--- src/rtl/hsec_pkg.sv ---
package hsec_pkg;

  // Smallest number of check bits r with 2**r >= data_w + r + 1.
  function automatic int par_width(input int data_w);
    int r;
    r = 1;
    while ((1 << r) < data_w + r + 1) r++;
    return r;
  endfunction

  function automatic bit is_pow2(input int p);
    return (p > 0) && ((p & (p - 1)) == 0);
  endfunction

endpackage

--- src/rtl/hsec_encoder.sv ---
module hsec_encoder #(
  parameter int DATA_W = 8,
  localparam int PAR_W = hsec_pkg::par_width(DATA_W),
  localparam int CW_W  = DATA_W + PAR_W
) (
  input  logic [DATA_W-1:0] data_i,
  output logic [CW_W-1:0]   word_o
);
  // Position p (1-based from the left) lives at bit CW_W-p.
  logic [CW_W-1:0] placed;

  always_comb begin
    int k;
    placed = '0;
    k = 1;
    for (int p = 1; p <= CW_W; p++) begin
      if (!hsec_pkg::is_pow2(p)) begin
        placed[CW_W-p] = data_i[DATA_W-k];
        k++;
      end
    end
  end

  always_comb begin
    word_o = placed;
    for (int j = 0; j < PAR_W; j++) begin
      logic acc;
      acc = 1'b0;
      for (int p = 1; p <= CW_W; p++) begin
        if (((p >> j) & 1) == 1) acc ^= placed[CW_W-p];
      end
      word_o[CW_W-(1 << j)] = acc;
    end
  end
endmodule

--- src/rtl/hsec_syndrome.sv ---
module hsec_syndrome #(
  parameter int DATA_W = 8,
  localparam int PAR_W = hsec_pkg::par_width(DATA_W),
  localparam int CW_W  = DATA_W + PAR_W
) (
  input  logic [CW_W-1:0]  word_i,
  output logic [PAR_W-1:0] syn_o
);
  genvar j;
  generate
    for (j = 0; j < PAR_W; j++) begin : g_grp
      always_comb begin
        logic acc;
        acc = 1'b0;
        for (int p = 1; p <= CW_W; p++) begin
          if (((p >> j) & 1) == 1) acc ^= word_i[CW_W-p];
        end
        syn_o[j] = acc;
      end
    end
  endgenerate
endmodule

--- src/rtl/hsec_corrector.sv ---
module hsec_corrector #(
  parameter int DATA_W = 8,
  localparam int PAR_W = hsec_pkg::par_width(DATA_W),
  localparam int CW_W  = DATA_W + PAR_W
) (
  input  logic [CW_W-1:0]   word_i,
  input  logic [PAR_W-1:0]  syn_i,
  output logic [DATA_W-1:0] data_o,
  output logic              err_o,
  output logic              uncorr_o
);
  logic [CW_W-1:0] fixed_w;

  assign err_o    = (syn_i != '0);
  assign uncorr_o = (int'(syn_i) > CW_W);

  // Invert only the position the syndrome names; out-of-range names flip nothing.
  always_comb begin
    fixed_w = word_i;
    for (int p = 1; p <= CW_W; p++) begin
      if (int'(syn_i) == p) fixed_w[CW_W-p] = ~word_i[CW_W-p];
    end
  end

  always_comb begin
    int k;
    data_o = '0;
    k = 1;
    for (int p = 1; p <= CW_W; p++) begin
      if (!hsec_pkg::is_pow2(p)) begin
        data_o[DATA_W-k] = fixed_w[CW_W-p];
        k++;
      end
    end
  end
endmodule

--- src/rtl/hamming_sec_codec.sv ---
module hamming_sec_codec #(
  parameter int DATA_W = 8,
  localparam int PAR_W = hsec_pkg::par_width(DATA_W),
  localparam int CW_W  = DATA_W + PAR_W
) (
  input  logic              clk,
  input  logic              rst_n,
  input  logic              enc_in_valid,
  output logic              enc_in_ready,
  input  logic [DATA_W-1:0] enc_in_data,
  output logic              enc_out_valid,
  input  logic              enc_out_ready,
  output logic [CW_W-1:0]   enc_out_word,
  input  logic              chk_in_valid,
  output logic              chk_in_ready,
  input  logic [CW_W-1:0]   chk_in_word,
  output logic              chk_out_valid,
  input  logic              chk_out_ready,
  output logic [DATA_W-1:0] chk_out_data,
  output logic [PAR_W-1:0]  chk_out_syndrome,
  output logic              chk_out_err,
  output logic              chk_out_uncorr
);
  // Encode channel: combinational pass-through.
  assign enc_out_valid = enc_in_valid;
  assign enc_in_ready  = enc_out_ready;

  hsec_encoder #(.DATA_W(DATA_W)) u_enc (
    .data_i (enc_in_data),
    .word_o (enc_out_word)
  );

  // Check channel: syndrome and repair ahead of a one-entry output register.
  logic [PAR_W-1:0]  syn_c;
  logic [DATA_W-1:0] data_c;
  logic              err_c, uncorr_c;

  hsec_syndrome #(.DATA_W(DATA_W)) u_syn (
    .word_i (chk_in_word),
    .syn_o  (syn_c)
  );

  hsec_corrector #(.DATA_W(DATA_W)) u_fix (
    .word_i   (chk_in_word),
    .syn_i    (syn_c),
    .data_o   (data_c),
    .err_o    (err_c),
    .uncorr_o (uncorr_c)
  );

  logic take;
  assign chk_in_ready = !chk_out_valid || chk_out_ready;
  assign take         = chk_in_valid && chk_in_ready;

  always_ff @(posedge clk or negedge rst_n) begin
    if (!rst_n) begin
      chk_out_valid    <= 1'b0;
      chk_out_data     <= '0;
      chk_out_syndrome <= '0;
      chk_out_err      <= 1'b0;
      chk_out_uncorr   <= 1'b0;
    end else begin
      if (chk_in_ready) chk_out_valid <= chk_in_valid;
      if (take) begin
        chk_out_data     <= data_c;
        chk_out_syndrome <= syn_c;
        chk_out_err      <= err_c;
        chk_out_uncorr   <= uncorr_c;
      end
    end
  end

  AST_ACCEPT_LATENCY: assert property (@(posedge clk) disable iff (!rst_n)
    chk_in_valid && chk_in_ready |=> chk_out_valid);

  AST_STALL_HOLD: assert property (@(posedge clk) disable iff (!rst_n)
    chk_out_valid && !chk_out_ready |=> chk_out_valid && $stable(chk_out_data)
      && $stable(chk_out_syndrome) && $stable(chk_out_err) && $stable(chk_out_uncorr));

  AST_EMPTY_READY: assert property (@(posedge clk) disable iff (!rst_n)
    !chk_out_valid |-> chk_in_ready);

  AST_UNCORR_FLAGS_ERR: assert property (@(posedge clk) disable iff (!rst_n)
    chk_out_valid && chk_out_uncorr |-> chk_out_err && (int'(chk_out_syndrome) > CW_W));
endmodule

--- config.mk ---
export PLATFORM = sky130hd
export DESIGN_NAME = hamming_sec_codec
export DESIGN_NICKNAME = d
export VERILOG_FILES = /design/src/rtl/hsec_pkg.sv /design/src/rtl/hsec_encoder.sv /design/src/rtl/hsec_syndrome.sv /design/src/rtl/hsec_corrector.sv /design/src/rtl/hamming_sec_codec.sv
export SDC_FILE = /design/constraint.sdc
export NUM_CORES = 1
export LEC_CHECK = 0
export ABC_AREA = 1
export BUFFER_PORTS_ARGS = -buffer_cell sky130_fd_sc_hd__clkbuf_2
export CORE_ASPECT_RATIO = 2
export CORE_MARGIN = 2
export CORE_UTILIZATION = 48
export CTS_CLUSTER_SIZE = 8
export DETAILED_ROUTE_END_ITERATION = 10
export HOLD_SLACK_MARGIN = 0.1
export PLACE_DENSITY = 0.8
export SYNTH_ARGS = -nofsm -noshare
export SYNTH_HDL_FRONTEND = slang
export SYNTH_SLANG_ARGS = --single-unit
--- constraint.sdc ---
create_clock -name clk -period 1.2 [get_ports clk]
set_input_delay 0.06 -clock clk [delete_from_list [all_inputs] [get_ports clk]]
set_output_delay 0.06 -clock clk [all_outputs]
set_load 0.02 [all_outputs]
## Yosys cells after proc, flatten, opt, wreduce, memory -nomap -nowiden

Cells that the tools add are included.
Widths: inputs -> output; s select.

| word-level totals | value |
|---|---|
| logic and storage cells | 66 |
| register bits | 15 |
| output and inout port bits | 30 |

| cells by class | value |
|---|---|
| $lt $le $gt $ge | 1 |
| eq/ne operators | 8 |
| bitwise operators | 40 |
| reduce and logical (&&, ||, !) cells | 4 |
| muxes and demuxes | 8 |

Operators by type and width:

| cell | count |
|---|---|
| $xor 1x1->1 | 32 |
| $eq 4x4->1 const B | 6 |
| $eq 4x3->1 const B | 2 |
| $mux 1 | 8 |
| $not 1->1 | 8 |
| $gt 4x4->1 const B | 1 |
| $reduce_bool 4->1 | 1 |
| $logic_and 1x1->1 | 1 |
| $logic_not 1->1 | 1 |
| $logic_or 1x1->1 | 1 |

## Logic depth before layout (Yosys ltp)

| logic depth | value |
|---|---|
| depth after elaboration | 7 |
| gate-level depth with buffers | 14 |
| mapped depth without buffers | 13 |

## Cells and area by module

Synthesis repeated with hierarchy kept, for this count alone.

| second synthesis, totals | value |
|---|---|
| cell total of the unflattened synthesis | 239 |
| area total of the unflattened synthesis | 1400.1 µm² |

By module, submodules not included:

| module | cells an instance | seq. area each (µm²) | area an instance (µm²) | instances |
|---|---|---|---|---|
| hamming_sec_codec | 66 | 375.4 | 611.8 | 1 |
| hsec_syndrome | 80 | 0.0 | 339.1 | 1 |
| hsec_encoder | 41 | 0.0 | 229.0 | 1 |
| hsec_corrector | 52 | 0.0 | 220.2 | 1 |

## Worst setup path before layout

OpenSTA, ideal clock, no wires.

| timing | value |
|---|---|
| kind | reg2reg |
| start | register chk_out_valid |
| end | register chk_out_uncorr |
| cell stages (with the launch flop) | 7 |
| data required time | 1.105 ns |
| period minus slack after synthesis | 1.432 ns |
| setup time | 0.095 ns |
| arrival time | 1.337 ns |
| setup slack | -0.232 ns |
| path through | dfrtp_1 -> nand2_1 -> nand2_1 -> clkbuf_1 -> buf_2 -> nand2_1 -> o31ai_1 |

| between the ends | value |
|---|---|
| longest elaborated chain between the ends | 3 |

RTL lines:

| element | line | text |
|---|---|---|
| start, declared | hamming_sec_codec.sv:17 | `output logic chk_out_valid,` |
| start signal, assigned | hamming_sec_codec.sv:63 | `if (chk_in_ready) chk_out_valid <= chk_in_valid;` |
| $logic_not 1->1 | hamming_sec_codec.sv:52 | `assign chk_in_ready = !chk_out_valid \|\| chk_out_ready;` |
| $logic_or 1x1->1 | hamming_sec_codec.sv:52 |  |
| named net chk_in_ready | hamming_sec_codec.sv:15 | `output logic chk_in_ready,` |
| $logic_and 1x1->1 | hamming_sec_codec.sv:53 | `assign take = chk_in_valid && chk_in_ready;` |
| end signal, assigned | hamming_sec_codec.sv:68 | `chk_out_uncorr <= uncorr_c;` |
| end, declared | hamming_sec_codec.sv:22 | `output logic chk_out_uncorr` |

The timed path passes the listed nets, and every way through them passes these cells.
A chain may end at the register's enable or synchronous reset.

## Final worst setup path

| timing | value |
|---|---|
| start | register chk_out_valid |
| end | register chk_out_syndrome[2] |

| between the ends | value |
|---|---|
| longest elaborated chain between the ends | 3 |

RTL lines:

| element | line | text |
|---|---|---|
| $logic_not 1->1 | hamming_sec_codec.sv:52 |  |
| $logic_or 1x1->1 | hamming_sec_codec.sv:52 |  |
| $logic_and 1x1->1 | hamming_sec_codec.sv:53 |  |
| end signal, assigned | hamming_sec_codec.sv:66 | `chk_out_syndrome <= syn_c;` |
| end, declared | hamming_sec_codec.sv:20 | `output logic [PAR_W-1:0] chk_out_syndrome,` |

Every way passes these cells.

==> run summary <==
share of layout cells above drive strength 1 - 0.375
area post-placement - 1720 sq um
Max Clk Rate - 925 MHz
Slew Limit Headroom - 0.759
Total GRT Usage - 0.219
Hold Path Class - primary input to register
Post-CTS Setup Inserts - 0
crit path launch - chk_out_valid
synth unique cells - 24
flop2flop setup slack - 120 ps
commonest non-fill, non-tap cell in the layout - nand2_1
WL final - 3.19 mm
initial antenna violation count - 0
Pins Over Slew Limit - 0
worst skew pair latency - 240 ps
synthesized area per cell - 6.64 sq um
status - finished, final reports clean
most frequent cells in the layout - nand2_1 (82), clkbuf_2 (51), nand3_1 (27)
critical path class - register to register
Die Y - 79.9 um
largest fanout on the critical path - 12
H-Tree Level Count - 1
final non-filler cell total - 298
Synthesis Warnings - 0
flops & latches, synth - 15
input/output buffers - 51
clock-pin slew on the worst setup and hold paths - 60 ps
DR vias/cell - 4.91
sequential fraction of the synthesis area - 0.272
total iterations of the first detailed-routing run - 4
Hold Crit Start - chk_out_ready
Max stage delay cell, worst path - dfrtp_2
1st-iter DRT viols - 16
Tcrit/Tclk final - 0.901
CP Cell Sequence - nand2_4, nand2_1, buf_4, nand2_1, o21ai_0
largest net degree at the start of global routing - 16
final design utilization - 0.652
Sink Count - 15
Worst setup EP type - register
worst r2r src - chk_out_valid
dpl ws - -101 ps
CTS Root Cell - clkbuf_8
Final Cell Area - 1780 sq um
critical path arrival - 1190 ps
# diodes - 0
Wirelength per Cell - 10.7 um
DP Cell Count - 293
Synth area leader - dfrtp_1
area occupied by registers - 377 sq um
vias in the first global route - 1441
Congestion Overflow GR - 0
Post-Syn Instances - 208
DRC violations left - 0
worst path buffer plus inverter count - 1
CP endpoint - chk_out_syndrome[2]
Max Buffers Root-to-Sink - 2
footprint of the multi-input gates - 827 sq um
Crit path depth - 5
final net count - 296
routed vias - 1464
post-synth net total - 234
I/O pin cnt - 56
chip width - 41.9 um
dpl hpwl - 2.81 mm
max_cap viols - 0
most numerous cell on the critical path - nand2_1
Synth top area share - 0.272
startpoint types - register
Peak VDD IR - 0.000496 V
Pleak - 1.08 nW
Worst Tran Pin Value - 362 ps
CTS tree - built
Critical Path RT - 1310 ps
Antenna Nets Post-Route - 0
slowest cell delay on critical path - 420 ps
PnR worst setup slack - 119 ps
final hold slack - 92.8 ps
RR Endpoint - chk_out_syndrome[2]
ranking of synthesized cells by area - dfrtp_1 (27%), nand2_1 (23%), nand3_1 (9.8%)
R2R cell count - 5
first-pass GRT wire length - 5.70 mm
Initial Utilization - 0.505
# rows - 27
Layout area overhead - 29.2%
Placer Congestion - 0.873
core area - 2740 sq um
cell family with most CP delay - flip-flops
Setup Viol. Count Final - 0
P per Cell Area - 1100 nW/um^2
cts bufs inserted - 3
post-layout min period - 1080 ps
cell area after synthesis - 1380 sq um
full die area - 3350 sq um
clk_skew - 3.20 ps
number of fill cells in the layout - 273
Hold Fails Final Rpt - 0
[cell families (layout without fill, tap and decap cells)]
group           after synthesis  count (layout)  synth area share
xor+xnor                     14              14            0.0888
flops                        15              15             0.272
buf+inv                      38              99             0.139
compound gates                7               7            0.0281
simple gates                134             134             0.473
[area by class of cell]
class                      count  area share
multi-input combinational    155       0.464
timing repair buffer          70       0.224
sequential                    15       0.211
inverter                      25      0.0547
clock buffer                   3      0.0231
clock inverter                 1     0.00281
tap                           29      0.0203
[cell usage after synthesis]
cell,number
nand3_2,1
o21ai_0,4
xor2_1,7
inv_4,1
nor2_4,2
nand2_2,6
buf_2,1
inv_1,17
clkbuf_1,1
xnor2_1,7
inv_2,6
nor2_8,2
clkinv_1,1
o31ai_1,1
dfrtp_1,15
a31oi_1,1
o21ai_1,1
nor2_1,6
nor2_2,1
nand2_1,83
nand3_1,27
nand2_4,6
buf_6,1
buf_4,10
[sequential cells by signal, indices dropped and copies added (netlist names)]
| signal | count |
|---|---|
| chk_out_uncorr | 1 |
| chk_out_syndrome | 4 |
| chk_out_err | 1 |
| chk_out_data | 8 |
| chk_out_valid | 1 |
[timing repair]
action / 4_1_cts / 5_1_grt
endpoints found under the setup margin: 1 / 3
pin swaps: 0 / 1
endpoints found under the hold margin: 16 / 0
hold buffers: 2 / 0
gates resized for setup: 1 / 1
cloned: 0 / 0
[metal layers]
layer | global-route usage | vias up | wire [um]
li1 | - | 751 | -
met1 | 0.185 | 645 | 1010
met2 | 0.438 | 54 | 1830
met3 | 0.0181 | 14 | 149
met4 | 0.171 | 0 | 199
met5 | 0 | - | 0
[through the flow]
stage                     total power [mW]  TNS, ps
after global placement                1.56     -490
after CTS                             1.99        0
final                                 1.97        0
after detailed placement              1.58     -650
after global routing                  2.11    -12.4
after floorplan                       1.29        0
[power breakdown]
part           switching, mW  internal (mW)
sequential            0.0447          0.590
clock                  0.156          0.229
combinational          0.610          0.337
total                  0.810           1.16
[worst min path at each step]
stage | to | slack [ps] | depth (start not counted)
2_1_floorplan | chk_out_data[0] | -240 | 0
3_3_place_gp | chk_out_data[5] | -20 | 1
3_5_place_dp | chk_out_data[4] | -20 | 1
4_1_cts | enc_in_ready | 120 | 0
5_1_grt | enc_out_valid | 120 | 0
6_report | chk_out_valid | 90 | 4
[tightest hold or removal path: cells and delay by family]
family	cells	cell delay, ps
buffers and inverters	2	130
AND/OR/NAND/NOR	2	110
No activity file was read; power rests on OpenSTA's default activity.
